**config.mk**
```make
export PLATFORM = sky130hd
export DESIGN_NAME = pingpong_dma_ch
export DESIGN_NICKNAME = d
export VERILOG_FILES = /design/src/rtl/pp_dma_pkg.sv /design/src/rtl/pp_buf_regs.sv /design/src/rtl/pp_dma_seq.sv /design/src/rtl/pp_dma_csr.sv /design/src/rtl/pingpong_dma_ch.sv
export SDC_FILE = /design/constraint.sdc
export NUM_CORES = 1
export LEC_CHECK = 0
export BUFFER_PORTS_ARGS = -buffer_cell sky130_fd_sc_hd__buf_2
export CORE_MARGIN = 1.5
export CORE_UTILIZATION = 58
export CTS_BUF_LIST = sky130_fd_sc_hd__clkbuf_16
export CTS_CLUSTER_DIAMETER = 150
export CTS_CLUSTER_SIZE = 8
export DETAILED_ROUTE_END_ITERATION = 8
export PLACE_DENSITY_LB_ADDON = 0.1
export SLEW_MARGIN = 20
export SYNTH_ARGS = -nofsm -noshare
export SYNTH_HDL_FRONTEND = slang
export SYNTH_SLANG_ARGS = --single-unit
```
**constraint.sdc**
```tcl
create_clock -name clk -period 2.73 [get_ports clk]
set_clock_uncertainty 0.05 [all_clocks]
set_input_delay 0.546 -clock clk [delete_from_list [all_inputs] [get_ports clk]]
set_output_delay 0.546 -clock clk [all_outputs]
set_load 0.005 [all_outputs]
```
**src/rtl/pp_dma_pkg.sv**
```systemverilog
package pp_dma_pkg;
  localparam int REG_CTRL   = 0;
  localparam int REG_BASE_A = 1;
  localparam int REG_CNT_A  = 2;
  localparam int REG_BASE_B = 3;
  localparam int REG_CNT_B  = 4;

  localparam int BIT_GO_A  = 0;
  localparam int BIT_GO_B  = 1;
  localparam int BIT_FIN_A = 4;
  localparam int BIT_FIN_B = 5;
  localparam int BIT_FAULT = 6;
  localparam int BIT_IE    = 8;
  localparam int BIT_SEL   = 9;

  typedef enum logic {ENG_IDLE = 1'b0, ENG_MOVE = 1'b1} eng_state_e;
endpackage

```
**src/rtl/pp_buf_regs.sv**
```systemverilog
module pp_buf_regs #(
  parameter int AW = 32,
  parameter int CW = 13,
  parameter int DW = 32
) (
  input  logic          clk,
  input  logic          rst,
  input  logic          wr_base,
  input  logic          wr_cnt,
  input  logic [DW-1:0] wdata,
  input  logic          armed,
  input  logic          step,
  output logic [AW-1:0] base_q,
  output logic [CW-1:0] cnt_q
);
  always_ff @(posedge clk) begin
    if (rst) begin
      base_q <= '0;
      cnt_q  <= '0;
    end else if (step) begin
      base_q <= base_q + 1'b1;
      cnt_q  <= cnt_q - 1'b1;
    end else if (!armed) begin
      if (wr_base) base_q <= wdata[AW-1:0];
      if (wr_cnt)  cnt_q  <= wdata[CW-1:0];
    end
  end


  hold_when_armed_chk: assert property (@(posedge clk) disable iff (rst)
    (armed && !step) |=> ($stable(base_q) && $stable(cnt_q)));


  step_count_chk: assert property (@(posedge clk) disable iff (rst)
    step |=> (cnt_q == $past(cnt_q) - 1'b1) && (base_q == $past(base_q) + 1'b1));


  step_armed_chk: assert property (@(posedge clk) disable iff (rst)
    step |-> armed);
endmodule

```
**src/rtl/pp_dma_seq.sv**
```systemverilog
module pp_dma_seq
  import pp_dma_pkg::*;
#(
  parameter int            AW     = 32,
  parameter int            CW     = 13,
  parameter logic [AW-1:0] RSV_LO = 32'hE000_0000,
  parameter logic [AW-1:0] RSV_HI = 32'hEFFF_FFFF
) (
  input  logic          clk,
  input  logic          rst,
  input  logic [1:0]    go,
  input  logic          fault,
  input  logic          sel,
  input  logic [AW-1:0] cur_addr,
  input  logic [CW-1:0] cur_cnt,
  input  logic          mem_ack,
  output logic          mem_req,
  output logic [AW-1:0] mem_addr,
  output logic          step_o,
  output logic          done_o,
  output logic          fault_o
);
  eng_state_e  state_q, state_d;
  logic [AW-1:0] next_addr;
  logic        rsv_now, rsv_next, live;

  assign next_addr = cur_addr + 1'b1;
  assign rsv_now   = (cur_addr >= RSV_LO) && (cur_addr <= RSV_HI);
  assign rsv_next  = (next_addr >= RSV_LO) && (next_addr <= RSV_HI);
  assign live      = go[sel] && !fault;

  always_comb begin
    state_d = state_q;
    step_o  = 1'b0;
    done_o  = 1'b0;
    fault_o = 1'b0;
    case (state_q)
      ENG_IDLE: begin
        if (live) begin
          if (cur_cnt == '0)  done_o  = 1'b1;
          else if (rsv_now)   fault_o = 1'b1;
          else                state_d = ENG_MOVE;
        end
      end
      ENG_MOVE: begin
        if (mem_ack) begin
          step_o = 1'b1;
          if (cur_cnt == CW'(1)) begin
            done_o  = 1'b1;
            state_d = ENG_IDLE;
          end else if (rsv_next) begin
            fault_o = 1'b1;
            state_d = ENG_IDLE;
          end
        end
      end
      default: state_d = ENG_IDLE;
    endcase
  end

  always_ff @(posedge clk) begin
    if (rst) state_q <= ENG_IDLE;
    else     state_q <= state_d;
  end

  assign mem_req  = (state_q == ENG_MOVE);
  assign mem_addr = cur_addr;


  req_hold_chk: assert property (@(posedge clk) disable iff (rst)
    (mem_req && !mem_ack) |=> (mem_req && $stable(mem_addr)));


  req_for_armed_chk: assert property (@(posedge clk) disable iff (rst)
    mem_req |-> (go[sel] && !fault));


  fault_halts_chk: assert property (@(posedge clk) disable iff (rst)
    fault_o |=> !mem_req);
endmodule

```
**src/rtl/pp_dma_csr.sv**
```systemverilog
module pp_dma_csr
  import pp_dma_pkg::*;
#(
  parameter int DW = 32
) (
  input  logic          clk,
  input  logic          rst,
  input  logic          ctrl_we,
  input  logic [DW-1:0] wdata,
  input  logic          done_i,
  input  logic          fault_i,
  output logic [1:0]    go_q,
  output logic [1:0]    fin_q,
  output logic          fault_q,
  output logic          ie_q,
  output logic          sel_q,
  output logic          irq_q
);
  logic [1:0] go_d, fin_d, go_set, fin_clr;
  logic       fault_d, ie_d, sel_d;

  always_comb begin
    go_set  = ctrl_we ? {wdata[BIT_GO_B], wdata[BIT_GO_A]} : 2'b00;
    fin_clr = ctrl_we ? {wdata[BIT_FIN_B], wdata[BIT_FIN_A]} : 2'b00;
    go_d    = go_q | go_set;
    fin_d   = fin_q & ~fin_clr;
    sel_d   = sel_q;
    fault_d = (fault_q & ~(ctrl_we & wdata[BIT_FAULT])) | fault_i;
    ie_d    = ctrl_we ? wdata[BIT_IE] : ie_q;
    if (done_i) begin
      go_d[sel_q]  = 1'b0;
      fin_d[sel_q] = 1'b1;
      sel_d        = ~sel_q;
    end
  end

  always_ff @(posedge clk) begin
    if (rst) begin
      go_q    <= '0;
      fin_q   <= '0;
      fault_q <= 1'b0;
      ie_q    <= 1'b0;
      sel_q   <= 1'b0;
      irq_q   <= 1'b0;
    end else begin
      go_q    <= go_d;
      fin_q   <= fin_d;
      fault_q <= fault_d;
      ie_q    <= ie_d;
      sel_q   <= sel_d;
      irq_q   <= ie_q & ((|fin_q) | fault_q);
    end
  end


  fin_a_clears_go_chk: assert property (@(posedge clk) disable iff (rst)
    (done_i && !sel_q) |=> (fin_q[0] && !go_q[0]));


  fin_b_clears_go_chk: assert property (@(posedge clk) disable iff (rst)
    (done_i && sel_q) |=> (fin_q[1] && !go_q[1]));


  sel_only_on_done_chk: assert property (@(posedge clk) disable iff (rst)
    !done_i |=> $stable(sel_q));


  irq_off_chk: assert property (@(posedge clk) disable iff (rst)
    !ie_q |=> !irq_q);


  irq_on_fault_chk: assert property (@(posedge clk) disable iff (rst)
    (ie_q && fault_q) |=> irq_q);
endmodule

```
**src/rtl/pingpong_dma_ch.sv**
```systemverilog
module pingpong_dma_ch
  import pp_dma_pkg::*;
#(
  parameter int            AW     = 32,
  parameter int            DW     = 32,
  parameter int            CW     = 13,
  parameter int            RA_W   = 3,
  parameter logic [AW-1:0] RSV_LO = 32'hE000_0000,
  parameter logic [AW-1:0] RSV_HI = 32'hEFFF_FFFF
) (
  input  logic            clk,
  input  logic            rst,
  input  logic            reg_we,
  input  logic [RA_W-1:0] reg_addr,
  input  logic [DW-1:0]   reg_wdata,
  output logic [DW-1:0]   reg_rdata,
  output logic            mem_req,
  output logic [AW-1:0]   mem_addr,
  input  logic            mem_ack,
  output logic            irq
);
  logic [AW-1:0] base_w [2];
  logic [CW-1:0] cnt_w  [2];
  logic [1:0]    go, fin;
  logic          fault, ie, sel, irq_w;
  logic          step, done, fault_hit, ctrl_we;
  logic [DW-1:0] ctrl_word, rd_d;

  assign ctrl_we = reg_we && (reg_addr == RA_W'(REG_CTRL));

  for (genvar b = 0; b < 2; b++) begin : g_buf
    localparam int BASE_IDX = (b == 0) ? REG_BASE_A : REG_BASE_B;
    localparam int CNT_IDX  = (b == 0) ? REG_CNT_A  : REG_CNT_B;
    pp_buf_regs #(.AW(AW), .CW(CW), .DW(DW)) i_buf (
      .clk    (clk),
      .rst    (rst),
      .wr_base(reg_we && (reg_addr == RA_W'(BASE_IDX))),
      .wr_cnt (reg_we && (reg_addr == RA_W'(CNT_IDX))),
      .wdata  (reg_wdata),
      .armed  (go[b]),
      .step   (step && (sel == 1'(b))),
      .base_q (base_w[b]),
      .cnt_q  (cnt_w[b])
    );
  end

  pp_dma_seq #(.AW(AW), .CW(CW), .RSV_LO(RSV_LO), .RSV_HI(RSV_HI)) i_seq (
    .clk     (clk),
    .rst     (rst),
    .go      (go),
    .fault   (fault),
    .sel     (sel),
    .cur_addr(sel ? base_w[1] : base_w[0]),
    .cur_cnt (sel ? cnt_w[1] : cnt_w[0]),
    .mem_ack (mem_ack),
    .mem_req (mem_req),
    .mem_addr(mem_addr),
    .step_o  (step),
    .done_o  (done),
    .fault_o (fault_hit)
  );

  pp_dma_csr #(.DW(DW)) i_csr (
    .clk    (clk),
    .rst    (rst),
    .ctrl_we(ctrl_we),
    .wdata  (reg_wdata),
    .done_i (done),
    .fault_i(fault_hit),
    .go_q   (go),
    .fin_q  (fin),
    .fault_q(fault),
    .ie_q   (ie),
    .sel_q  (sel),
    .irq_q  (irq_w)
  );

  assign irq = irq_w;

  always_comb begin
    ctrl_word            = '0;
    ctrl_word[BIT_GO_A]  = go[0];
    ctrl_word[BIT_GO_B]  = go[1];
    ctrl_word[BIT_FIN_A] = fin[0];
    ctrl_word[BIT_FIN_B] = fin[1];
    ctrl_word[BIT_FAULT] = fault;
    ctrl_word[BIT_IE]    = ie;
    ctrl_word[BIT_SEL]   = sel;
  end

  always_comb begin
    case (int'(reg_addr))
      REG_CTRL:   rd_d = ctrl_word;
      REG_BASE_A: rd_d = DW'(base_w[0]);
      REG_CNT_A:  rd_d = DW'(cnt_w[0]);
      REG_BASE_B: rd_d = DW'(base_w[1]);
      REG_CNT_B:  rd_d = DW'(cnt_w[1]);
      default:    rd_d = '0;
    endcase
  end

  always_ff @(posedge clk) begin
    if (rst) reg_rdata <= '0;
    else     reg_rdata <= rd_d;
  end


  cnt_width_chk: assert property (@(posedge clk) disable iff (rst)
    (reg_addr == RA_W'(REG_CNT_A)) |=> (reg_rdata[DW-1:CW] == '0));
endmodule

```
==> flow_summary.ini <==
[routing]
firstDrtPassIters = 6
routed_wl_mm = 24.9
post_drt_wl_per_cell_um = 20.6
via_per_inst = 6.67
drc = 0
drt_iter0_drc = 901
postRouteAntennaNets = 0
vias = 8082

[synth]
syn_area_mm2 = 0.00755
synth_flop_cell = dfxtp_1
synth-seq-cells = 131
synth_area_per_cell_um2 = 8.09
synth-edff-count = 0
yosysWarnings = 0
synth.distinct_cells = 69
synth_nets = 976
synthCells = 933
synth_seq_area_share_pct = 34.7
async_flop_share_pct = 0

[finish]
design_area_mm2 = 0.00885
fin_util_pct = 69.9
nNetsFinal = 1071
layout-drive-gt1-share_pct = 21.8
area_growth_pct = 17.2
antenna_cells = 0

[sta]
hold_violations = 0
finalSetupTns_ps = 0
rsz0062_at_grt = false
finalCritPeriodShare_pct = 90.1
finalSetupViolCount = 0
min_period_ps = 2460
slew_headroom_pct = 55.3
slew_violations = 0
worst_slew_pin_slew_ps = 669
fmax_ghz = 0.406

[clock_tree]
cts_root_buf = clkbuf_16
h-tree-depth = 4
tritoncts = built
clock_sinks = 131
worstSkewPairLatency_ps = 440
holdBufCountCts = 0
cts.clk_slew.worst_paths_ps = 60
cts-resized-gates = 0
post_cts_buffers = 0
numCtsBuffers = 17
cts_buffer_depth = 2

[place]
hpwl_mm = 17.6
gp_congestion = 0.974
placed_area_mm2 = 0.00834
io_buffers = 104

[power]
swShare_pct = 26.3
p_comb_share_pct = 9.9
worst_ir_drop_vdd_mv = 0.378
intPower_uw = 3340
clockPowerShare_pct = 45.2
cellPowerDensity_mw_per_mm2 = 513
leakagePower_uw = 0.00352
switchingPower_uw = 1200
pwr-share-seq_pct = 44.8

[global_routing]
grt_usage_pct = 37.2
grt_pass1_vias = 7223
antenna_found_initial = 0
grt_pass1_wl_mm = 38.7
grt-ovfl-total = 0
grt_max_degree = 51

[min_path]
min_path_type = input pin to register

[die]
ios = 105
std_cell_rows = 41
die_y_um = 117
fp.dieW_um = 117
die-area_mm2 = 0.0137
coreArea_mm2 = 0.0127
start_util_pct = 59.6

[setup_path]
cp-start-kind = register
path_cells = buf_4 > mux2_2 > buf_2
cp_max_fo = 20
slowest_delay_ps = 580
cp_slowest_cell = dfxtp_2
cp.required_ps = 2130
arrival_ps = 1860
crit_path_end_kind = output port
path_class = register to output port

[run_status]
outcome = finished clean

[run]
maxCapViolations = 0
[cells in the final DEF, fill, tap and decap left out, drive strengths merged, types with 10 or more instances in the layout]
cell type	count
nor2	156
buf	141
dfxtp	131
a21oi	66
nand2	59
mux2	40
nor3	34
o21ai	32
nand3	32
a211oi	31
mux2i	28
nor4	25
and3	23
a22oi	22
clkbuf	17
inv	16
a31oi	16
nand4	14
a311oi	13
a2111oi	13
o211ai	10
[sequential cells by signal, indices dropped and copies added (netlist names)]
| register | flops |
|---|---|
| g_buf.i_buf.base_q | 64 |
| reg_rdata | 32 |
| g_buf.i_buf.cnt_q | 26 |
| i_csr.fin_q | 2 |
| i_csr.go_q | 2 |
| i_csr.fault_q | 1 |
| i_csr.ie_q | 1 |
| i_csr.irq_q | 1 |
| i_csr.sel_q | 1 |
| i_seq.mem_req | 1 |
[power by group through the flow]
stage	logic, uW	registers (uW)	clock network (uW)
after global placement	432	2070	0
after floorplan	282	2040	0
after global routing	483	2040	2120
after CTS	439	2030	2040
final	450	2030	2050
after detailed placement	435	2070	0
[synthesized netlist by cell type, types with 4 or more instances]
library cell | number | area share (%)
clkbuf_1 | 42 | 2.1
and3_1 | 23 | 1.9
inv_1 | 10 | 0.50
nand3b_1 | 4 | 0.40
dfxtp_1 | 131 | 35
buf_1 | 4 | 0.20
nor4_1 | 23 | 1.9
a2bb2oi_1 | 5 | 0.58
or4_1 | 5 | 0.50
ha_1 | 4 | 0.66
a311oi_1 | 13 | 1.5
a2111oi_0 | 10 | 1.2
o211ai_1 | 10 | 0.99
o22a_1 | 7 | 0.81
nor3b_1 | 5 | 0.50
nor2b_1 | 6 | 0.50
a31oi_1 | 16 | 1.3
a21oi_1 | 66 | 4.4
a211oi_1 | 30 | 3.0
nand3_1 | 31 | 2.1
nand2_1 | 58 | 2.9
a22oi_1 | 22 | 2.2
nand2b_1 | 6 | 0.50
buf_2 | 18 | 1.2
mux2i_1 | 28 | 3.7
or3_1 | 4 | 0.33
and2_1 | 8 | 0.66
mux2_2 | 40 | 6.0
nand4_1 | 12 | 0.99
nor2_1 | 153 | 7.6
and4_1 | 8 | 0.93
a41oi_1 | 4 | 0.46
a221oi_1 | 7 | 0.81
nor3_1 | 31 | 2.1
o21bai_1 | 4 | 0.40
o21ai_0 | 31 | 2.1
[worst paths after layout]
check                                               start                         to  slack (ps)  cells after the start
worst min register to register  g_buf[1].i_buf.base_q[31]  g_buf[1].i_buf.base_q[31]         470                      2
worst max register to register                i_csr.sel_q              i_csr.fault_q         320                      7
worst min-delay path                        reg_wdata[22]  g_buf[0].i_buf.base_q[22]         330                      3
worst max-delay path                          i_csr.sel_q               mem_addr[13]         270                      3
[per-layer routing]
metal,vias to the layer above,wire length [um],track usage [%]
met5,-,0,0
met4,0,1330,21.0
met3,98,1850,6.95
met2,470,11400,59.2
met1,3796,10300,47.5
li1,3718,-,-
[critical path: cells and delay by family (launching register included)]
family   cells  cell delay [ps]
mux          1              390
buf+inv      2              450
flops        1              580
[final cells by class]
type	instances	area, um^2
multi-input cells	727	4630
fillers	1075	3820
flip-flops and latches	131	2620
repair buffers	141	838
clock buffers	17	425
well taps	172	215
clock inverters	13	83.8
inverters	10	37.5
[logic make-up (layout without fill, tap and decap cells)]
kind of cell | count (synthesis) | in the layout | share of synthesized area [%]
adder cells (fa/ha/maj) | 4 | 4 | 0.663
XOR/XNOR | 1 | 1 | 0.116
flip-flops | 131 | 131 | 34.7
multiplexers | 68 | 68 | 9.68
buffers and inverters | 75 | 181 | 4.08
AO/OA/AOI/OAI | 253 | 253 | 23.0
AND/OR/NAND/NOR | 401 | 401 | 27.7
[stage by stage]
step	total power [uW]	hold slack, ps	std cells	setup WS [ps]
detailed placement	2510	456	1181	281
global route	4650	357	1211	179
global placement	2500	449	1181	391
CTS	4510	329	1211	278
floorplan	2320	420	933	649
finish	4540	330	1211	270
Note: power is estimated with default switching activity, not from simulation.
